==> src/rtl/sq_pkg.sv <==
package sq_pkg;
    typedef enum logic [1:0] {
        LD_CACHE = 2'd0,
        LD_FWD   = 2'd1,
        LD_WAIT  = 2'd2
    } ld_outcome_e;

    typedef enum logic {
        DR_IDLE = 1'b0,
        DR_BUSY = 1'b1
    } drain_st_e;
endpackage

==> src/rtl/sq_ptr_ctl.sv <==
module sq_ptr_ctl #(
    parameter int DEPTH = 8,
    localparam int PW = $clog2(DEPTH)
) (
    input  logic          clk,
    input  logic          rst_n,
    input  logic          alloc_req,
    input  logic          flush_en,
    input  logic [PW:0]   flush_tail,
    input  logic          retire_req,
    input  logic          pop,
    output logic [PW:0]   head,
    output logic [PW:0]   tail,
    output logic [PW:0]   ret,
    output logic          full,
    output logic          alloc_go
);
    logic [PW:0] used;
    logic        retire_go;

    assign used      = tail - head;
    assign full      = (used == (PW+1)'(DEPTH));
    assign alloc_go  = alloc_req && !full && !flush_en;
    assign retire_go = retire_req && (ret != tail);

    always_ff @(posedge clk) begin
        if (!rst_n) begin
            head <= '0;
            tail <= '0;
            ret  <= '0;
        end else begin
            if (flush_en)
                tail <= flush_tail;
            else if (alloc_go)
                tail <= tail + 1'b1;
            if (retire_go)
                ret <= ret + 1'b1;
            if (pop)
                head <= head + 1'b1;
        end
    end
endmodule

==> src/rtl/sq_search.sv <==
module sq_search
    import sq_pkg::*;
#(
    parameter int DEPTH = 8,
    parameter int AW    = 32,
    parameter int DW    = 32,
    localparam int PW = $clog2(DEPTH)
) (
    input  logic [AW-1:0] slot_addr [DEPTH],
    input  logic [DW-1:0] slot_data [DEPTH],
    input  logic          slot_avld [DEPTH],
    input  logic          slot_dvld [DEPTH],
    input  logic [PW:0]   head,
    input  logic [PW:0]   ld_pos,
    input  logic [AW-1:0] ld_addr,
    output ld_outcome_e   outcome,
    output logic [DW-1:0] fwd_data
);
    logic [PW:0]   span;
    logic [PW-1:0] idx;

    assign span = ld_pos - head;

    // Walk from oldest to youngest; the last relevant slot decides.
    always_comb begin
        outcome  = LD_CACHE;
        fwd_data = '0;
        idx      = '0;
        for (int k = 0; k < DEPTH; k++) begin
            idx = head[PW-1:0] + PW'(k);
            if ((PW+1)'(k) < span) begin
                if (!slot_avld[idx]) begin
                    outcome  = LD_WAIT;
                    fwd_data = '0;
                end else if (slot_addr[idx] == ld_addr) begin
                    if (slot_dvld[idx]) begin
                        outcome  = LD_FWD;
                        fwd_data = slot_data[idx];
                    end else begin
                        outcome  = LD_WAIT;
                        fwd_data = '0;
                    end
                end
            end
        end
    end
endmodule

==> src/rtl/sq_drain_fsm.sv <==
module sq_drain_fsm
    import sq_pkg::*;
#(
    parameter int DEPTH = 8,
    localparam int PW = $clog2(DEPTH)
) (
    input  logic        clk,
    input  logic        rst_n,
    input  logic [PW:0] head,
    input  logic [PW:0] ret,
    input  logic        dc_ack,
    output logic        dc_req,
    output logic        pop
);
    drain_st_e   state, state_nx;
    logic [PW:0] head_nx;

    assign head_nx = head + 1'b1;

    always_ff @(posedge clk) begin
        if (!rst_n)
            state <= DR_IDLE;
        else
            state <= state_nx;
    end

    always_comb begin
        state_nx = state;
        unique case (state)
            DR_IDLE: if (head != ret) state_nx = DR_BUSY;
            DR_BUSY: if (dc_ack && head_nx == ret) state_nx = DR_IDLE;
            default: state_nx = DR_IDLE;
        endcase
    end

    always_comb begin
        dc_req = 1'b0;
        pop    = 1'b0;
        unique case (state)
            DR_IDLE: ;
            DR_BUSY: begin
                dc_req = 1'b1;
                pop    = dc_ack;
            end
            default: ;
        endcase
    end
endmodule

==> src/rtl/store_queue.sv <==
module store_queue
    import sq_pkg::*;
#(
    parameter int DEPTH = 8,
    parameter int AW    = 32,
    parameter int DW    = 32,
    localparam int PW = $clog2(DEPTH)
) (
    input  logic          clk,
    input  logic          rst_n,
    input  logic          alloc_en,
    output logic [PW:0]   alloc_tag,
    output logic          full,
    input  logic          addr_en,
    input  logic [PW-1:0] addr_idx,
    input  logic [AW-1:0] addr_val,
    input  logic          data_en,
    input  logic [PW-1:0] data_idx,
    input  logic [DW-1:0] data_val,
    input  logic          retire_en,
    input  logic          flush_en,
    input  logic [PW:0]   flush_tail,
    input  logic [AW-1:0] ld_addr,
    input  logic [PW:0]   ld_pos,
    output logic [1:0]    ld_outcome,
    output logic [DW-1:0] ld_data,
    output logic          dc_req,
    output logic [AW-1:0] dc_addr,
    output logic [DW-1:0] dc_data,
    input  logic          dc_ack
);
    logic [AW-1:0] slot_addr [DEPTH];
    logic [DW-1:0] slot_data [DEPTH];
    logic          slot_avld [DEPTH];
    logic          slot_dvld [DEPTH];

    logic [PW:0]   head, tail, ret;
    logic          alloc_go, pop;
    ld_outcome_e   outcome;

    sq_ptr_ctl #(.DEPTH(DEPTH)) u_ptr (
        .clk        (clk),
        .rst_n      (rst_n),
        .alloc_req  (alloc_en),
        .flush_en   (flush_en),
        .flush_tail (flush_tail),
        .retire_req (retire_en),
        .pop        (pop),
        .head       (head),
        .tail       (tail),
        .ret        (ret),
        .full       (full),
        .alloc_go   (alloc_go)
    );

    always_ff @(posedge clk) begin
        for (int i = 0; i < DEPTH; i++) begin
            if (!rst_n) begin
                slot_avld[i] <= 1'b0;
                slot_dvld[i] <= 1'b0;
                slot_addr[i] <= '0;
                slot_data[i] <= '0;
            end else if (alloc_go && tail[PW-1:0] == PW'(i)) begin
                slot_avld[i] <= 1'b0;
                slot_dvld[i] <= 1'b0;
            end else begin
                if (addr_en && addr_idx == PW'(i)) begin
                    slot_avld[i] <= 1'b1;
                    slot_addr[i] <= addr_val;
                end
                if (data_en && data_idx == PW'(i)) begin
                    slot_dvld[i] <= 1'b1;
                    slot_data[i] <= data_val;
                end
            end
        end
    end

    sq_search #(.DEPTH(DEPTH), .AW(AW), .DW(DW)) u_search (
        .slot_addr (slot_addr),
        .slot_data (slot_data),
        .slot_avld (slot_avld),
        .slot_dvld (slot_dvld),
        .head      (head),
        .ld_pos    (ld_pos),
        .ld_addr   (ld_addr),
        .outcome   (outcome),
        .fwd_data  (ld_data)
    );

    sq_drain_fsm #(.DEPTH(DEPTH)) u_drain (
        .clk    (clk),
        .rst_n  (rst_n),
        .head   (head),
        .ret    (ret),
        .dc_ack (dc_ack),
        .dc_req (dc_req),
        .pop    (pop)
    );

    assign alloc_tag  = tail;
    assign ld_outcome = outcome;
    assign dc_addr    = slot_addr[head[PW-1:0]];
    assign dc_data    = slot_data[head[PW-1:0]];
endmodule

==> config.mk <==
export PLATFORM = sky130hd
export DESIGN_NAME = store_queue
export DESIGN_NICKNAME = d
export VERILOG_FILES = /design/src/rtl/sq_pkg.sv /design/src/rtl/sq_ptr_ctl.sv /design/src/rtl/sq_search.sv /design/src/rtl/sq_drain_fsm.sv /design/src/rtl/store_queue.sv
export SDC_FILE = /design/constraint.sdc
export NUM_CORES = 2
export LEC_CHECK = 0
export BUFFER_PORTS_ARGS = -buffer_cell sky130_fd_sc_hd__buf_2
export CELL_PAD_IN_SITES_DETAIL_PLACEMENT = 1
export CELL_PAD_IN_SITES_GLOBAL_PLACEMENT = 2
export CORE_AREA = 3 3 337 339
export DETAILED_ROUTE_END_ITERATION = 10
export DIE_AREA = 0 0 340 342
export PLACE_DENSITY = 0.85
export SYNTH_ARGS = -nofsm -noshare
export SYNTH_HDL_FRONTEND = slang
export SYNTH_HIERARCHICAL = 1
export SYNTH_SLANG_ARGS = --single-unit
==> constraint.sdc <==
create_clock -name clk -period 9.17 [get_ports clk]
set_clock_uncertainty 0.1 [all_clocks]
set_input_delay 0 -clock clk [delete_from_list [all_inputs] [get_ports clk]]
set_output_delay 0 -clock clk [all_outputs]
set_load 0.03 [all_outputs]
Word-level counts from Yosys, hierarchy flattened
Cells that the tools add are included.
{ "op_classes": {"n_lt_le_gt_ge": 16, "n_eq_ne": 33, "reduce_logical": 58, "n_bitwise": 18, "mul": 0, "addsub": 12, "shifts": 0, "div": 0, "mux": 167} }
{ "op_table": {"columns": ["op", "count"], "rows": [
  ["2-to-1 mux 32 bit", 64],
  ["binary-select mux 32 bit (select 3 bit)", 16],
  ["== test 32 bit", 8],
  ["2-to-1 mux 2 bit", 32],
  ["binary-select mux 1 bit (select 3 bit)", 16],
  ["== test 3 bit, second input constant", 12],
  ["2-to-1 mux 1 bit", 36],
  [">= comparator 4 bit, second input constant", 8],
  ["inverter 3 -> 4 bit", 8],
  ["AND reduction 2 bit", 16],
  ["logical AND 1 bit", 28],
  ["== test 3 x 2 -> 1 bit, second input constant", 6],
  ["less-than comparator 3 x 4 -> 1 bit, first input constant", 4],
  ["OR reduction 2 bit", 8],
  ["adder 3 bit, second input constant", 4],
  ["adder 4 x 1 -> 4 bit, second input constant", 3],
  ["inverter 1 bit", 10],
  ["== test 3 x 1 -> 1 bit, second input constant", 3],
  ["logical NOT 3 bit", 3],
  ["less-than comparator 1 x 4 -> 1 bit, first input constant", 2],
  ["less-than comparator 2 x 4 -> 1 bit, first input constant", 2],
  ["2-to-1 mux 4 bit", 2],
  ["inequality test 4 bit", 2],
  ["subtractor 4 bit", 2],
  ["7 further kinds", 9]
]} }
{ "word_totals": {"output_inout_bits": 104, "regBits": 541, "mem_bits_ro": 0, "n_memories": 0, "word_cells": 340, "ram_bits": 0, "in_bits": 118, "latchBits": 0} }

Longest topological paths before layout
{ "depth": {"depth_word": 29, "depth_mapped": 26, "mapped_depth_nobuf": 14} }

Modules after synthesis
Netlist, hierarchy kept.
{ "modules_own_cells": {"columns": ["module", "cells_per_inst", "area_per_inst_um2", "seq_area_each_um2", "instances"], "rows": [
  ["sq_search", 2740, 26117.5, 0.0, 1],
  ["store_queue", 2044, 22859.4, 10570.1, 1],
  ["sq_ptr_ctl", 77, 732.0, 240.2, 1],
  ["sq_drain_fsm", 16, 137.6, 20.0, 1]
]} }

Worst setup path before layout
No wires, ideal clock.
{ "synth_path": {"path_kind": "register to output", "start": "register u_ptr.head[1]", "end": "output ld_data[30]", "slack_ns": 2.655, "required_time_ns": 9.070, "arrival_time_ns": 6.415, "stages_incl_launch_ff": 26, "n_path_buf": 13, "cell_sequence": "dfxtp_1 > buf_2 > inv_2 > buf_2 > clkbuf_1 > buf_1 > clkbuf_1 > buf_1 > ha_1 > buf_6 > buf_8 > buf_8 > buf_6 > buf_6 > buf_6 > mux4_2 > xnor2_1 > nand3_1 > nor2_1 > nor3_1 > nor3_1 > clkbuf_1 > nand4_1 > a211oi_1 > o221ai_1 > a221oi_1"} }
{ "synth_via": {"elab_chain_len": 29, "word_cells_on_any_way": 160, "classes_between": "add/sub (8); order compare (8); eq/ne (8); mux (128); bitwise (8)"} }
{ "synth_rtl": {"columns": ["element", "line_no", "rtl"], "rows": [
  ["start, declared", "sq_ptr_ctl.sv:12", "output logic [PW:0] head,"],
  ["start signal, assigned", "sq_ptr_ctl.sv:39", "head <= head + 1'b1;"],
  ["branches (longest 28 deep; another with adder 3 x 1 -> 3 bit)", null, null],
  ["2-to-1 mux 32 bit (*)", "sq_search.sv:31", "if ((PW+1)'(k) < span) begin"],
  ["end, declared", "store_queue.sv:26", "output logic [DW-1:0] ld_data,"]
]} }
Mark *: on every way between the ends. The select of a mux whose other input is x is not followed.

Final worst setup path
{ "layout_path": {"start": "register u_ptr.head[1]", "end": "output ld_data[1]"} }
The elaborated chain is that of the path after synthesis.

==> impl_metrics.ini <==
[run_status]
status = completed

[yosys]
synth-main-ff-cell = dfxtp_1
synth-edff-count = 0
yosysSeqAreaShare = 0.217
postSynthNetCount = 5008
netlist_instances = 4877
synth_warnings = 6
async_reset_ff_frac = 0
synth.cell_area_um2 = 49800
synthDistinctLibCells = 86
syn_area_per_cell_um2 = 10.2
ys_seq_elements = 541

[place]
port_buffers = 221
dp_hpwl_um = 130000
post-place-cells = 6198
routabilityCongestion = 1.01

[global_routing]
grt_max_degree = 158
grt_pass1_wl_um = 292000
grt_pass1_vias = 44300
grt.overflow.total = 0
gr-usage-all-layers = 0.328
antenna_found_initial = 14

[worst_hold_path]
hold_path.class = input port to register
holdPathStages = 6

[finish]
fin_nets = 5007
final_common_cell = mux2i_1
syn2layout_area_growth_pct = 9.99
drive_gt1_frac = 0.250
final_cells = 6430
layout_common_cells = mux2i_1, nand2_1, mux4_2, dfxtp_1, nor2_1

[drt]
first_pass_iters = 6
avgRoutedWirePerCell_um = 30.5
drtAntennaViolNets = 0
via_per_inst = 6.82
drt_wl_total_um = 196000
dr_total_vias = 43800
drt-initial-drc-count = 4542
drc = 0

[worst_setup_path]
critical-path-max-stage-delay_ps = 1030
path_max_fanout = 67
crit_chain = inv_8 > ha_4 > mux4_2 > xnor2_1 > a31oi_1 > nor3_1 > o311ai_0 > or4_2 > buf_4 > o211ai_1 > a211oi_4 > buf_4 > o221ai_1 > a221oi_1 > buf_2
timing.critical_path.slowest_stage_cell = ha_4
critPathRequiredTime_ps = 9070
cp_common_cell = buf_4
crit_type = register to primary output
r2r_cells = 12
critPathCaptureType = primary output
arrival_ps = 8310
worstSetupStartpointType = register

[sta]
fin_tns_setup_ps = 0
layout_min_cycle_time_ps = 8410
hold_violations = 0
tightest_slew_ps = 1200
rsz0062_at_grt = false
drv_slew = 0
fin_crit_sh = 0.917
fmax_mhz = 119
relSlewSlack = 0.200
finalSetupViolCount = 0

[die]
io_pins = 222
die_h_um = 342
core_um2 = 111000
dieArea_um2 = 116000
initial_core_util = 0.450
die_x_um = 340
row_count = 122

[power]
p_seq_frac = 0.324
p_per_area_nw_per_um2 = 143
p_leak_nw = 20.4
p_sw_frac = 0.342
clockPowerShare = 0.391
finalPower_mw = 7.82
p_comb_frac = 0.285
switching_power_mw = 2.67
ir_drop_mv = 0.144
power.internal_mw = 5.15

[clocking]
path_clk_slew_ps = 60
cts_sinks = 541
clk_latency_ps = 640
clk_path_buf_depth = 3
cts_buffers = 70
cts_resized = 0
cts_tree = done
cts-root-buf = clkbuf_16
cts_htree_levels = 3

[run]
drv_cap = 0
state kept, by name, summed over array words and instances (netlist names):
name	cells
slot_addr	256
slot_avld	8
slot_data	256
slot_dvld	8
u_drain/state	1
u_ptr/head	4
u_ptr/ret	4
u_ptr/tail	4
cell usage after synthesis, types with 4 or more instances:
master | count | share of area
a2111oi_0 | 4 | 0.00070
and2_1 | 42 | 0.0053
nor2_1 | 275 | 0.021
a22oi_1 | 11 | 0.0017
nand2_1 | 796 | 0.060
mux2_2 | 130 | 0.029
and4b_1 | 4 | 0.00080
nor2b_1 | 40 | 0.0050
ha_1 | 12 | 0.0030
a31oi_1 | 10 | 0.0013
o31a_1 | 34 | 0.0060
nor3_1 | 54 | 0.0054
buf_2 | 121 | 0.012
or4_1 | 5 | 0.00075
buf_1 | 70 | 0.0053
a21oi_1 | 152 | 0.015
inv_1 | 20 | 0.0015
clkbuf_1 | 204 | 0.015
a211oi_1 | 35 | 0.0053
buf_4 | 38 | 0.0057
o211ai_1 | 6 | 0.00090
mux4_2 | 613 | 0.28
or3_1 | 5 | 0.00063
a221oi_1 | 60 | 0.011
xor2_1 | 107 | 0.019
nand2b_1 | 7 | 0.00088
nand3b_1 | 4 | 0.00060
o21ai_0 | 92 | 0.0092
buf_12 | 6 | 0.0024
and3_1 | 7 | 0.00088
o221ai_1 | 33 | 0.0058
a221oi_2 | 5 | 0.0015
dfxtp_1 | 541 | 0.22
o31ai_1 | 35 | 0.0053
nor4bb_1 | 4 | 0.00080
buf_6 | 25 | 0.0056
xnor2_1 | 209 | 0.037
nor4_1 | 26 | 0.0033
nand4_1 | 74 | 0.0093
mux2i_1 | 855 | 0.17
nand3_1 | 26 | 0.0026
buf_8 | 9 | 0.0027
critical path: cells and delay by family (launching register included):
family | cells | cell delay, ps
AND/OR/NAND/NOR | 2 | 380
AO/OA/AOI/OAI | 6 | 2730
XOR/XNOR | 1 | 220
adder cells (fa/ha/maj) | 1 | 1030
flip-flops | 1 | 730
buffers and inverters | 4 | 1800
multiplexers | 1 | 630
metal layers:
metal  up-vias  routed length, um  share of wire  global-route usage
met3       488              18100          0.092              0.0643
li1      18400                  -              -                   -
met1     22700              79500           0.40               0.440
met4         6               9260          0.047               0.137
met5         -                 44        0.00022                   0
met2      2152              89400           0.46               0.518
cell families (layout without fill, tap and decap cells):
group | Yosys count | in the layout | share of synthesized area
other cells | 0 | 9 | 0
simple gates | 1399 | 1399 | 0.124
xor+xnor | 318 | 318 | 0.0562
fa+ha+maj | 13 | 13 | 0.00341
compound gates | 512 | 512 | 0.0706
flops | 541 | 541 | 0.217
mux | 1598 | 1598 | 0.478
buf+inv | 496 | 552 | 0.0510
layout make-up:
| type | instances | area [um^2] |
|---|---|---|
| clock inverters | 38 | 539 |
| repair buffers | 400 | 2800 |
| well taps | 1488 | 1860 |
| fillers | 12000 | 55800 |
| multi-input cells | 3840 | 36700 |
| clock buffers | 91 | 2000 |
| diodes | 9 | 22.5 |
| flip-flops and latches | 541 | 10800 |
| inverters | 23 | 95.1 |
path summary, 6_finish.rpt:
| check | from | to | slack (ps) |
|---|---|---|---|
| worst min-delay path | alloc_en | slot_dvld[6] | 100 |
| worst min register to register | slot_avld[2] | slot_avld[2] | 380 |
| worst max register to register | u_ptr/head[1] | slot_data[248] | 3630 |
| worst max-delay path | u_ptr/head[1] | ld_data[1] | 760 |
power by group through the flow:
stage | sequential, mW | clock, mW | combinational [mW]
6_report | 2.53 | 3.06 | 2.23
5_1_grt | 2.54 | 3.19 | 2.36
4_1_cts | 2.53 | 3.10 | 2.20
3_5_place_dp | 2.58 | 0 | 2.16
3_3_place_gp | 2.57 | 0 | 2.12
2_1_floorplan | 2.52 | 0 | 1.70
per-stage QoR:
step	hold WS [ps]	setup slack [ps]	area, um^2	util
after floorplan	38.3	2650	49800	-
after global placement	181	1730	51300	0.464
after detailed placement	190	1610	51300	0.464
after CTS	81.3	941	54800	0.495
after global routing	145	587	54800	0.495
final	99.6	761	54800	0.495
what timing repair did:
| action | in CTS | in global routing |
|---|---|---|
| buffers inserted | 0 | 0 |
| hold buffers | 94 | 0 |
| endpoints found under the hold margin | 541 | 0 |
No activity file was read; power rests on OpenSTA's default activity.
